File: config.mk
export PLATFORM = sky130hd
export DESIGN_NAME = pt_walker
export DESIGN_NICKNAME = d
export VERILOG_FILES = /design/src/rtl/ptw_pkg.sv /design/src/rtl/ptw_base_reg.sv /design/src/rtl/ptw_entry_update.sv /design/src/rtl/ptw_ctrl.sv /design/src/rtl/pt_walker.sv
export SDC_FILE = /design/constraint.sdc
export NUM_CORES = 1
export LEC_CHECK = 0
export BUFFER_PORTS_ARGS = -buffer_cell sky130_fd_sc_hd__buf_4
export CAP_MARGIN = 20
export CORE_MARGIN = 3
export CORE_UTILIZATION = 48
export DETAILED_ROUTE_END_ITERATION = 6
export GPL_TIMING_DRIVEN = 0
export PLACE_DENSITY = 0.77
export SLEW_MARGIN = 20
export SYNTH_ARGS = -nofsm -noshare
export SYNTH_HDL_FRONTEND = slang
export SYNTH_SLANG_ARGS = --single-unit
File: constraint.sdc
create_clock -name clk -period 5.4 [get_ports clk]
set_clock_uncertainty 0.05 [all_clocks]
set_input_delay 1.08 -clock clk [delete_from_list [all_inputs] [get_ports clk]]
set_output_delay 1.08 -clock clk [all_outputs]
set_load 0.05 [all_outputs]
File: src/rtl/ptw_pkg.sv
package ptw_pkg;

  typedef enum logic [2:0] {
    ST_IDLE    = 3'd0,
    ST_RD_REQ  = 3'd1,
    ST_RD_WAIT = 3'd2,
    ST_UPDATE  = 3'd3,
    ST_FAULT   = 3'd4,
    ST_WR_REQ  = 3'd5,
    ST_WR_WAIT = 3'd6,
    ST_FILL    = 3'd7
  } walk_state_e;

endpackage

File: src/rtl/ptw_base_reg.sv
module ptw_base_reg #(
  parameter int PA_W = 32
) (
  input  logic            clk,
  input  logic            rst_n,
  input  logic            wr_en,
  input  logic [PA_W-1:0] wr_data,
  input  logic            walk_idle,
  output logic [PA_W-1:0] base_q
);

  logic            pend_q, pend_d;
  logic [PA_W-1:0] pend_data_q, pend_data_d;
  logic [PA_W-1:0] base_d;
  logic            base_en, pend_en;

  always_comb begin
    base_d      = base_q;
    base_en     = 1'b0;
    pend_d      = pend_q;
    pend_data_d = pend_data_q;
    pend_en     = 1'b0;
    if (walk_idle) begin
      if (wr_en) begin
        base_d  = wr_data;
        base_en = 1'b1;
      end else if (pend_q) begin
        base_d  = pend_data_q;
        base_en = 1'b1;
      end
      pend_d  = 1'b0;
      pend_en = pend_q;
    end else if (wr_en) begin
      pend_d      = 1'b1;
      pend_data_d = wr_data;
      pend_en     = 1'b1;
    end
  end

  always_ff @(posedge clk or negedge rst_n) begin
    if (!rst_n) begin
      base_q      <= '0;
      pend_q      <= 1'b0;
      pend_data_q <= '0;
    end else begin
      if (base_en) base_q <= base_d;
      if (pend_en) begin
        pend_q      <= pend_d;
        pend_data_q <= pend_data_d;
      end
    end
  end

  // the base seen by a running walk never moves
  a_r9_base_frozen_in_walk: assert property (@(posedge clk) disable iff (!rst_n)
    !walk_idle |=> $stable(base_q));

endmodule

File: src/rtl/ptw_entry_update.sv
module ptw_entry_update #(
  parameter int PTE_W   = 32,
  parameter int FRAME_W = 20
) (
  input  logic [PTE_W-1:0] entry_in,
  input  logic             is_store,
  output logic [PTE_W-1:0] entry_out,
  output logic             changed
);

  localparam int REF_BIT = FRAME_W + 3;
  localparam int MOD_BIT = FRAME_W + 4;

  always_comb begin
    entry_out          = entry_in;
    entry_out[REF_BIT] = 1'b1;
    if (is_store) entry_out[MOD_BIT] = 1'b1;
    changed = (entry_out != entry_in);
  end

endmodule

File: src/rtl/ptw_ctrl.sv
module ptw_ctrl
  import ptw_pkg::*;
#(
  parameter int VPN_W   = 20,
  parameter int FRAME_W = 20,
  parameter int PA_W    = 32,
  parameter int PTE_W   = 32
) (
  input  logic               clk,
  input  logic               rst_n,
  input  logic [PA_W-1:0]    base_q,
  output logic               walk_idle,
  input  logic               miss_valid,
  output logic               miss_ready,
  input  logic [VPN_W-1:0]   miss_vpn,
  input  logic               miss_write,
  output logic               busy,
  output logic               mem_req_valid,
  input  logic               mem_req_ready,
  output logic               mem_req_write,
  output logic [PA_W-1:0]    mem_req_addr,
  output logic [PTE_W-1:0]   mem_req_wdata,
  input  logic               mem_rsp_valid,
  output logic               mem_rsp_ready,
  input  logic [PTE_W-1:0]   mem_rsp_rdata,
  output logic               fill_valid,
  output logic [FRAME_W-1:0] fill_frame,
  output logic [1:0]         fill_prot,
  output logic               fill_dirty,
  output logic               fault_valid,
  output logic [VPN_W-1:0]   walk_vpn
);

  localparam int ENTRY_SHIFT = $clog2(PTE_W / 8);
  localparam int OFF_W       = VPN_W + ENTRY_SHIFT;
  localparam int PROT_LSB    = FRAME_W;
  localparam int VALID_BIT   = FRAME_W + 2;
  localparam int REF_BIT     = FRAME_W + 3;
  localparam int MOD_BIT     = FRAME_W + 4;

  walk_state_e        state_q, state_d;
  logic [VPN_W-1:0]   vpn_q;
  logic               store_q;
  logic [PTE_W-1:0]   entry_q, entry_d;
  logic               entry_en, accept;
  logic [PTE_W-1:0]   entry_upd;
  logic               entry_chg;
  logic [PA_W-1:0]    offset;

  ptw_entry_update #(
    .PTE_W  (PTE_W),
    .FRAME_W(FRAME_W)
  ) u_update (
    .entry_in (entry_q),
    .is_store (store_q),
    .entry_out(entry_upd),
    .changed  (entry_chg)
  );

  assign accept = (state_q == ST_IDLE) && miss_valid;

  always_comb begin
    state_d  = state_q;
    entry_d  = entry_q;
    entry_en = 1'b0;
    unique case (state_q)
      ST_IDLE:    if (miss_valid) state_d = ST_RD_REQ;
      ST_RD_REQ:  if (mem_req_ready) state_d = ST_RD_WAIT;
      ST_RD_WAIT: begin
        if (mem_rsp_valid) begin
          entry_d  = mem_rsp_rdata;
          entry_en = 1'b1;
          state_d  = mem_rsp_rdata[VALID_BIT] ? ST_UPDATE : ST_FAULT;
        end
      end
      ST_UPDATE: begin
        entry_d  = entry_upd;
        entry_en = 1'b1;
        state_d  = entry_chg ? ST_WR_REQ : ST_FILL;
      end
      ST_FAULT:   state_d = ST_IDLE;
      ST_WR_REQ:  if (mem_req_ready) state_d = ST_WR_WAIT;
      ST_WR_WAIT: if (mem_rsp_valid) state_d = ST_FILL;
      ST_FILL:    state_d = ST_IDLE;
      default:    state_d = ST_IDLE;
    endcase
  end

  always_ff @(posedge clk or negedge rst_n) begin
    if (!rst_n) begin
      state_q <= ST_IDLE;
      vpn_q   <= '0;
      store_q <= 1'b0;
      entry_q <= '0;
    end else begin
      state_q <= state_d;
      if (accept) begin
        vpn_q   <= miss_vpn;
        store_q <= miss_write;
      end
      if (entry_en) entry_q <= entry_d;
    end
  end

  generate
    if (PA_W > OFF_W) begin : g_pad
      assign offset = {{(PA_W - OFF_W){1'b0}}, vpn_q, {ENTRY_SHIFT{1'b0}}};
    end else begin : g_trunc
      logic [OFF_W-1:0] off_full;
      assign off_full = {vpn_q, {ENTRY_SHIFT{1'b0}}};
      assign offset   = off_full[PA_W-1:0];
    end
  endgenerate

  assign walk_idle     = (state_q == ST_IDLE);
  assign miss_ready    = walk_idle;
  assign busy          = !walk_idle;
  assign mem_req_valid = (state_q == ST_RD_REQ) || (state_q == ST_WR_REQ);
  assign mem_req_write = (state_q == ST_WR_REQ);
  assign mem_req_addr  = base_q + offset;
  assign mem_req_wdata = entry_q;
  assign mem_rsp_ready = (state_q == ST_RD_WAIT) || (state_q == ST_WR_WAIT);
  assign fill_valid    = (state_q == ST_FILL);
  assign fault_valid   = (state_q == ST_FAULT);
  assign fill_frame    = entry_q[FRAME_W-1:0];
  assign fill_prot     = entry_q[PROT_LSB+1:PROT_LSB];
  assign fill_dirty    = entry_q[MOD_BIT];
  assign walk_vpn      = vpn_q;

  // a pending request holds still until accepted
  a_r3_req_hold: assert property (@(posedge clk) disable iff (!rst_n)
    mem_req_valid && !mem_req_ready |=> mem_req_valid && $stable(mem_req_addr)
      && $stable(mem_req_write) && $stable(mem_req_wdata));
  // fault is a single-cycle pulse and never coincides with a fill
  a_r4_fault_pulse: assert property (@(posedge clk) disable iff (!rst_n)
    fault_valid |=> !fault_valid && !fill_valid);
  // every write-back carries the referenced bit
  a_r5_wb_ref_set: assert property (@(posedge clk) disable iff (!rst_n)
    mem_req_valid && mem_req_write |-> mem_req_wdata[REF_BIT]);
  // fill is a single-cycle pulse
  a_r7_fill_pulse: assert property (@(posedge clk) disable iff (!rst_n)
    fill_valid |=> !fill_valid);
  // an accepted miss makes the walker busy on the next cycle
  a_r8_accept_busy: assert property (@(posedge clk) disable iff (!rst_n)
    miss_valid && miss_ready |=> busy && !miss_ready);
  // the end of a walk returns to idle
  a_r8_end_idle: assert property (@(posedge clk) disable iff (!rst_n)
    fill_valid || fault_valid |=> miss_ready);

endmodule

File: src/rtl/pt_walker.sv
module pt_walker #(
  parameter int VPN_W   = 20,
  parameter int FRAME_W = 20,
  parameter int PA_W    = 32,
  parameter int PTE_W   = 32
) (
  input  logic               clk,
  input  logic               rst_n,
  input  logic               base_wr_en,
  input  logic [PA_W-1:0]    base_wr_data,
  input  logic               miss_valid,
  output logic               miss_ready,
  input  logic [VPN_W-1:0]   miss_vpn,
  input  logic               miss_write,
  output logic               busy,
  output logic               mem_req_valid,
  input  logic               mem_req_ready,
  output logic               mem_req_write,
  output logic [PA_W-1:0]    mem_req_addr,
  output logic [PTE_W-1:0]   mem_req_wdata,
  input  logic               mem_rsp_valid,
  output logic               mem_rsp_ready,
  input  logic [PTE_W-1:0]   mem_rsp_rdata,
  output logic               fill_valid,
  output logic [VPN_W-1:0]   fill_vpn,
  output logic [FRAME_W-1:0] fill_frame,
  output logic [1:0]         fill_prot,
  output logic               fill_dirty,
  output logic               fault_valid,
  output logic [VPN_W-1:0]   fault_vpn
);

  logic            rst_meta_q, rst_sync_q;
  logic [PA_W-1:0] base_q;
  logic            walk_idle;
  logic [VPN_W-1:0] walk_vpn;

  always_ff @(posedge clk or negedge rst_n) begin
    if (!rst_n) begin
      rst_meta_q <= 1'b0;
      rst_sync_q <= 1'b0;
    end else begin
      rst_meta_q <= 1'b1;
      rst_sync_q <= rst_meta_q;
    end
  end

  ptw_base_reg #(.PA_W(PA_W)) u_base (
    .clk      (clk),
    .rst_n    (rst_sync_q),
    .wr_en    (base_wr_en),
    .wr_data  (base_wr_data),
    .walk_idle(walk_idle),
    .base_q   (base_q)
  );

  ptw_ctrl #(
    .VPN_W  (VPN_W),
    .FRAME_W(FRAME_W),
    .PA_W   (PA_W),
    .PTE_W  (PTE_W)
  ) u_ctrl (
    .clk          (clk),
    .rst_n        (rst_sync_q),
    .base_q       (base_q),
    .walk_idle    (walk_idle),
    .miss_valid   (miss_valid),
    .miss_ready   (miss_ready),
    .miss_vpn     (miss_vpn),
    .miss_write   (miss_write),
    .busy         (busy),
    .mem_req_valid(mem_req_valid),
    .mem_req_ready(mem_req_ready),
    .mem_req_write(mem_req_write),
    .mem_req_addr (mem_req_addr),
    .mem_req_wdata(mem_req_wdata),
    .mem_rsp_valid(mem_rsp_valid),
    .mem_rsp_ready(mem_rsp_ready),
    .mem_rsp_rdata(mem_rsp_rdata),
    .fill_valid   (fill_valid),
    .fill_frame   (fill_frame),
    .fill_prot    (fill_prot),
    .fill_dirty   (fill_dirty),
    .fault_valid  (fault_valid),
    .walk_vpn     (walk_vpn)
  );

  assign fill_vpn  = walk_vpn;
  assign fault_vpn = walk_vpn;

endmodule

---- After elaboration in Yosys (flattened, before gate mapping) ----
Cells that the tools add are included.
cells by class
  muxes and demuxes ....................... 22
  add/subtract/negate cells ............... 1
  equal/unequal tests ..................... 13
  reductions and logical operators ........ 15
  bitwise logic cells ..................... 2
operator list
  kind                  number
  $mux W32              3
  $pmux W32 S2          1
  $add A32 B22 Y32      1
  $pmux W3 S7           1
  $mux W3               6
  $eq A3 B3 Y1 const B  4
  $ne A2 B2 Y1 const B  5
  $mux W1               9
  $reduce_and A3 Y1     3
  $eq A3 B2 Y1 const B  2
  $reduce_bool A2 Y1    3
  $reduce_and A5 Y1     1
  $reduce_and A4 Y1     1
  $eq A3 B1 Y1 const B  1
  $logic_not A3 Y1      1
  $logic_or A1 B1 Y1    2
  $mux W2               1
  $ne A2 B2 Y1          1
  $not A1 Y1            2
  $pmux W1 S2           1
  $reduce_and A2 Y1     1
  $reduce_or A2 Y1      1
  $logic_and A1 B1 Y1   1
  $logic_not A1 Y1      1
storage, ports and cells
  bits of input ports ..................... 91
  output and inout port bits .............. 134
  register bits ........................... 123
  logic and storage cells ................. 63

---- Longest topological paths before layout ----
  depth in word-level cells ............... 4
  mapped depth ............................ 8

---- Hierarchy ----
A second synthesis with hierarchy kept.
unflattened totals
  cell total of the unflattened synthesis .. 711
  area, all modules ....................... 7254.5 um2
by module, submodules not included
  module            area an instance (um2)  cells an instance  instances  seq. area each (um2)
  ptw_ctrl          4005.1                  433                1          1401.3
  ptw_base_reg      2793.9                  220                1          1626.6
  ptw_entry_update  251.5                   35                 1          0.0
  pt_walker         203.9                   23                 1          50.0

---- Worst setup path after synthesis ----
No wires, ideal clock.
  path type ............................... register -> output
  start ................................... register u_ctrl.vpn_q[4], in the netlist u_ctrl.walk_vpn[4]
  end ..................................... output port mem_req_addr[21]
  stages on the path, launching flop included .. 8
  setup slack ............................. 948 ps
  arrival time ............................ 3322 ps
  buffers on the path ..................... 0
  data required time ...................... 4270 ps
  cells stage by stage .................... dfrtp_1 -> ha_1 -> a21o_1 -> a31o_1 -> o211a_1 -> o31a_1 -> o21a_1 -> o311ai_1
on the way
  word-level cells in the longest chain between the ends .. 1
ends and longest elaborated chain
  element                 RTL line         text
  from (decl)             ptw_ctrl.sv:42   logic [VPN_W-1:0] vpn_q;
  from (signal assigned)  ptw_ctrl.sv:98   vpn_q <= miss_vpn;
  $add A32 B22 Y32        ptw_ctrl.sv:120  assign mem_req_addr = base_q + offset;
  to (decl)               pt_walker.sv:19  output logic [PA_W-1:0] mem_req_addr,
No other way between the ends.

---- Worst setup path after layout ----
  start ................................... register u_ctrl.vpn_q[0], in the netlist u_ctrl.walk_vpn[0]
  end ..................................... output port mem_req_addr[20]
Same word-level chain as after synthesis.

==> metrics.md <==
| Metric | Value |
|---|---|
| Fillers | 1019 |
| Vias in the first global route | 5539 |
| Clock sink count | 123 |
| Total CTS buffers | 17 |
| Site row count | 42 |
| Avg Inst Size Synth | 11.0 sq um |
| Async S/R FF share, synth | 1.00 |
| Final Non-Filler Cells | 1032 |
| RSZ-0062 raised after global routing | false |
| GPL Wtd Cong | 0.847 |
| GRT Total Usage | 0.234 |
| H-tree levels | 4 |
| Register area share after synthesis | 0.469 |
| Clock transition at the registers of the reported paths | 0.05 ns |
| Hold WC Path Type | reg -> async |
| MaxCap Viol Count | 0 |
| Top FF cell, synth | dfrtp_1 |
| Worst setup SP type | flip-flop |
| Critical Path End Type | output port |
| Via density | 5.20 |
| Initial DRT Pass Iterations | 4 |
| CTS tree | done |
| Period utilization | 0.802 |
| Synth Register Bits | 123 |
| Number of routed nets with antenna violations | 0 |
| Clock tree buffer depth | 2 |
| Fin area | 9110 sq um |
| Hold Buf Count CTS | 0 |
| Yosys cell types | 52 |
| Initial antenna violation count | 0 |
| Post-synth top area cell | dfrtp_1 |
| Slew Limit Fails | 0 |
| Total die area | 15100 sq um |
| Minimum clock period | 4.33 ns |
| Share of cells above drive strength 1 | 0.464 |
| Final Hold Vio Count | 0 |
| Dpl hpwl | 13700 um |
| F_max | 231 MHz |
| Post-synth top area share | 0.469 |
| Die W | 123 um |
| Post-synth EDFFs | 0 |
| Via Count | 5371 |
| Post-Syn Area | 6560 sq um |
| Reg2Reg Depth | 5 |
| Mapped Nets | 711 |
| WP data arrival | 3.20 ns |
| Status | finished clean |
| Die Y-Extent | 123 um |
| Final critical-path setup slack | 1.07 ns |
| Fin nets | 955 |
| Slew margin rel. | 0.499 |
| WL/cell | 17.1 um |
| Drt drc | 0 |
| Inst Count DP | 1000 |
| Worst skew pair latency | 0.41 ns |
| 1st-iter DRT viols | 330 |
| Cell count after synthesis | 599 |
| Syn. warnings | 0 |
| Post-CTS Setup Inserts | 0 |
| Largest net degree at the start of global routing | 61 |
| Root Buffer Master | clkbuf_16 |
| Post-Place Worst Slack | 1.54 ns |
| Setup total negative slack | 0 ns |
| Port buffer count | 223 |
| Core Region | 13300 sq um |
| Critical path required time | 4.27 ns |
| WL final | 17600 um |
| Worst-path fanout max | 4 |
| # diodes | 0 |
| First-pass GRT wire length | 27200 um |
| Most area-consuming cells after synthesis | dfrtp_1, mux2_2, buf_4, mux2i_1, a21oi_1 |
| Measured slew at the worst slew-check pin | 0.749 ns |
| P&R area growth vs syn | 38.9% |
| Cell Area, Placed | 8510 sq um |
| Initial core utilization | 0.493 |
| Post-CTS sizing | 0 |
| Total congestion overflow | 0 |
| Setup CP Type | reg -> out |
| Top Ports | 225 |
| Final setup fails | 0 |
[per-stage QoR]
stage	utilization	hold slack (ns)
floorplan	-	0.281
global placement	0.636	0.286
detailed placement	0.640	0.230
CTS	0.685	0.234
global route	0.685	0.260
finish	0.685	0.221
[kinds of logic (layout without fill, tap and decap cells)]
family	Yosys count	count (layout)	synth area share
XOR/XNOR	23	23	0.0307
flip-flops	123	123	0.469
multiplexers	115	115	0.191
other	1	1	0.000572
AND/OR/NAND/NOR	124	124	0.0864
adder cells (fa/ha/maj)	21	21	0.0412
AO/OA/AOI/OAI	117	117	0.110
buffers and inverters	75	332	0.0704
[routing by layer]
metal / track usage / part of all wire / vias to the layer above
met5: 0 / 0 / -
met3: 0.0764 / 0.075 / 15
met4: 0.0777 / 0.011 / 0
li1: - / - / 2586
met2: 0.411 / 0.51 / 182
met1: 0.270 / 0.40 / 2588
[final timing paths]
path / to / slack [ns] / startpoint
hold / removal: u_base.pend_data_q[3]$_DFFE_PN0P_ / 0.22 / rst_sync_q$_DFF_PN0_
hold reg to reg: u_base.pend_data_q[3]$_DFFE_PN0P_ / 0.22 / rst_sync_q$_DFF_PN0_
max in group asynchronous: u_base.pend_data_q[27]$_DFFE_PN0P_ / 4.44 / rst_sync_q$_DFF_PN0_
min in group clk: rst_sync_q$_DFF_PN0_ / 0.31 / rst_meta_q$_DFF_PN0_
setup / recovery: mem_req_addr[20] / 1.07 / u_ctrl.walk_vpn[0]$_DFFE_PN0P_
setup reg to reg: u_base.base_q[30]$_DFFE_PN0P_ / 3.11 / u_ctrl.state_q[2]$_DFFE_PN0P_
[flip-flops by register name (all words and copies together), names as in the netlist]
signal	flops
u_base.base_q	32
u_base.pend_data_q	32
u_ctrl.mem_req_wdata	32
u_ctrl.walk_vpn	20
u_ctrl.state_q	3
rst_meta_q	1
rst_sync_q	1
u_base.pend_q	1
u_ctrl.store_q	1
[area by class of cell]
type                       instances  area, sq um  area share
sequential                       123         3080       0.338
multi-input combinational        401         3020       0.331
timing repair buffer             225         1720       0.189
clock buffer                      22          494      0.0542
buffer                            69          439      0.0482
tap                              176          220      0.0242
clock inverter                    10          114      0.0125
inverter                           6         22.5     0.00247
[critical path, stage by stage, from the launching register on]
cell and delay, ns:
dfrtp_1 0.41, ha_1 0.25, fa_1 0.42, a21o_1 0.23, a221oi_2 0.40, a21oi_1 0.18, o21a_1 0.23, o31a_1 0.29
xor2_1 0.16, buf_4 0.22
[cell usage after synthesis, types with 8 or more instances]
cell type	instances
clkbuf_1	15
mux2i_1	32
nand2_1	22
ha_1	20
nor2b_1	10
xor2_1	8
a21oi_1	57
mux2_2	80
buf_4	45
nor2_1	57
nor3_1	9
o21ai_0	14
xnor2_1	15
dfrtp_1	123
buf_2	9
[placed cells by master, fill, tap and decap left out, drive strengths merged, types with 2 or more instances in the layout]
| cell | count |
|---|---|
| a211oi | 3 |
| a21o | 7 |
| a21oi | 57 |
| a221oi | 2 |
| a31o | 3 |
| a31oi | 2 |
| and3 | 5 |
| buf | 279 |
| bufinv | 2 |
| clkbuf | 37 |
| clkinv | 7 |
| dfrtp | 123 |
| ha | 20 |
| inv | 6 |
| mux2 | 83 |
| mux2i | 32 |
| nand2 | 23 |
| nand2b | 3 |
| nand3 | 7 |
| nand4 | 3 |
| nor2 | 57 |
| nor2b | 10 |
| nor3 | 9 |
| o211a | 2 |
| o211ai | 5 |
| o21a | 5 |
| o21ai | 17 |
| o21bai | 2 |
| o31a | 3 |
| or3 | 3 |
| xnor2 | 15 |
| xor2 | 8 |
Power is not shown: default switching activity piles up to over one toggle a cycle in this logic, so the estimate is an artifact.
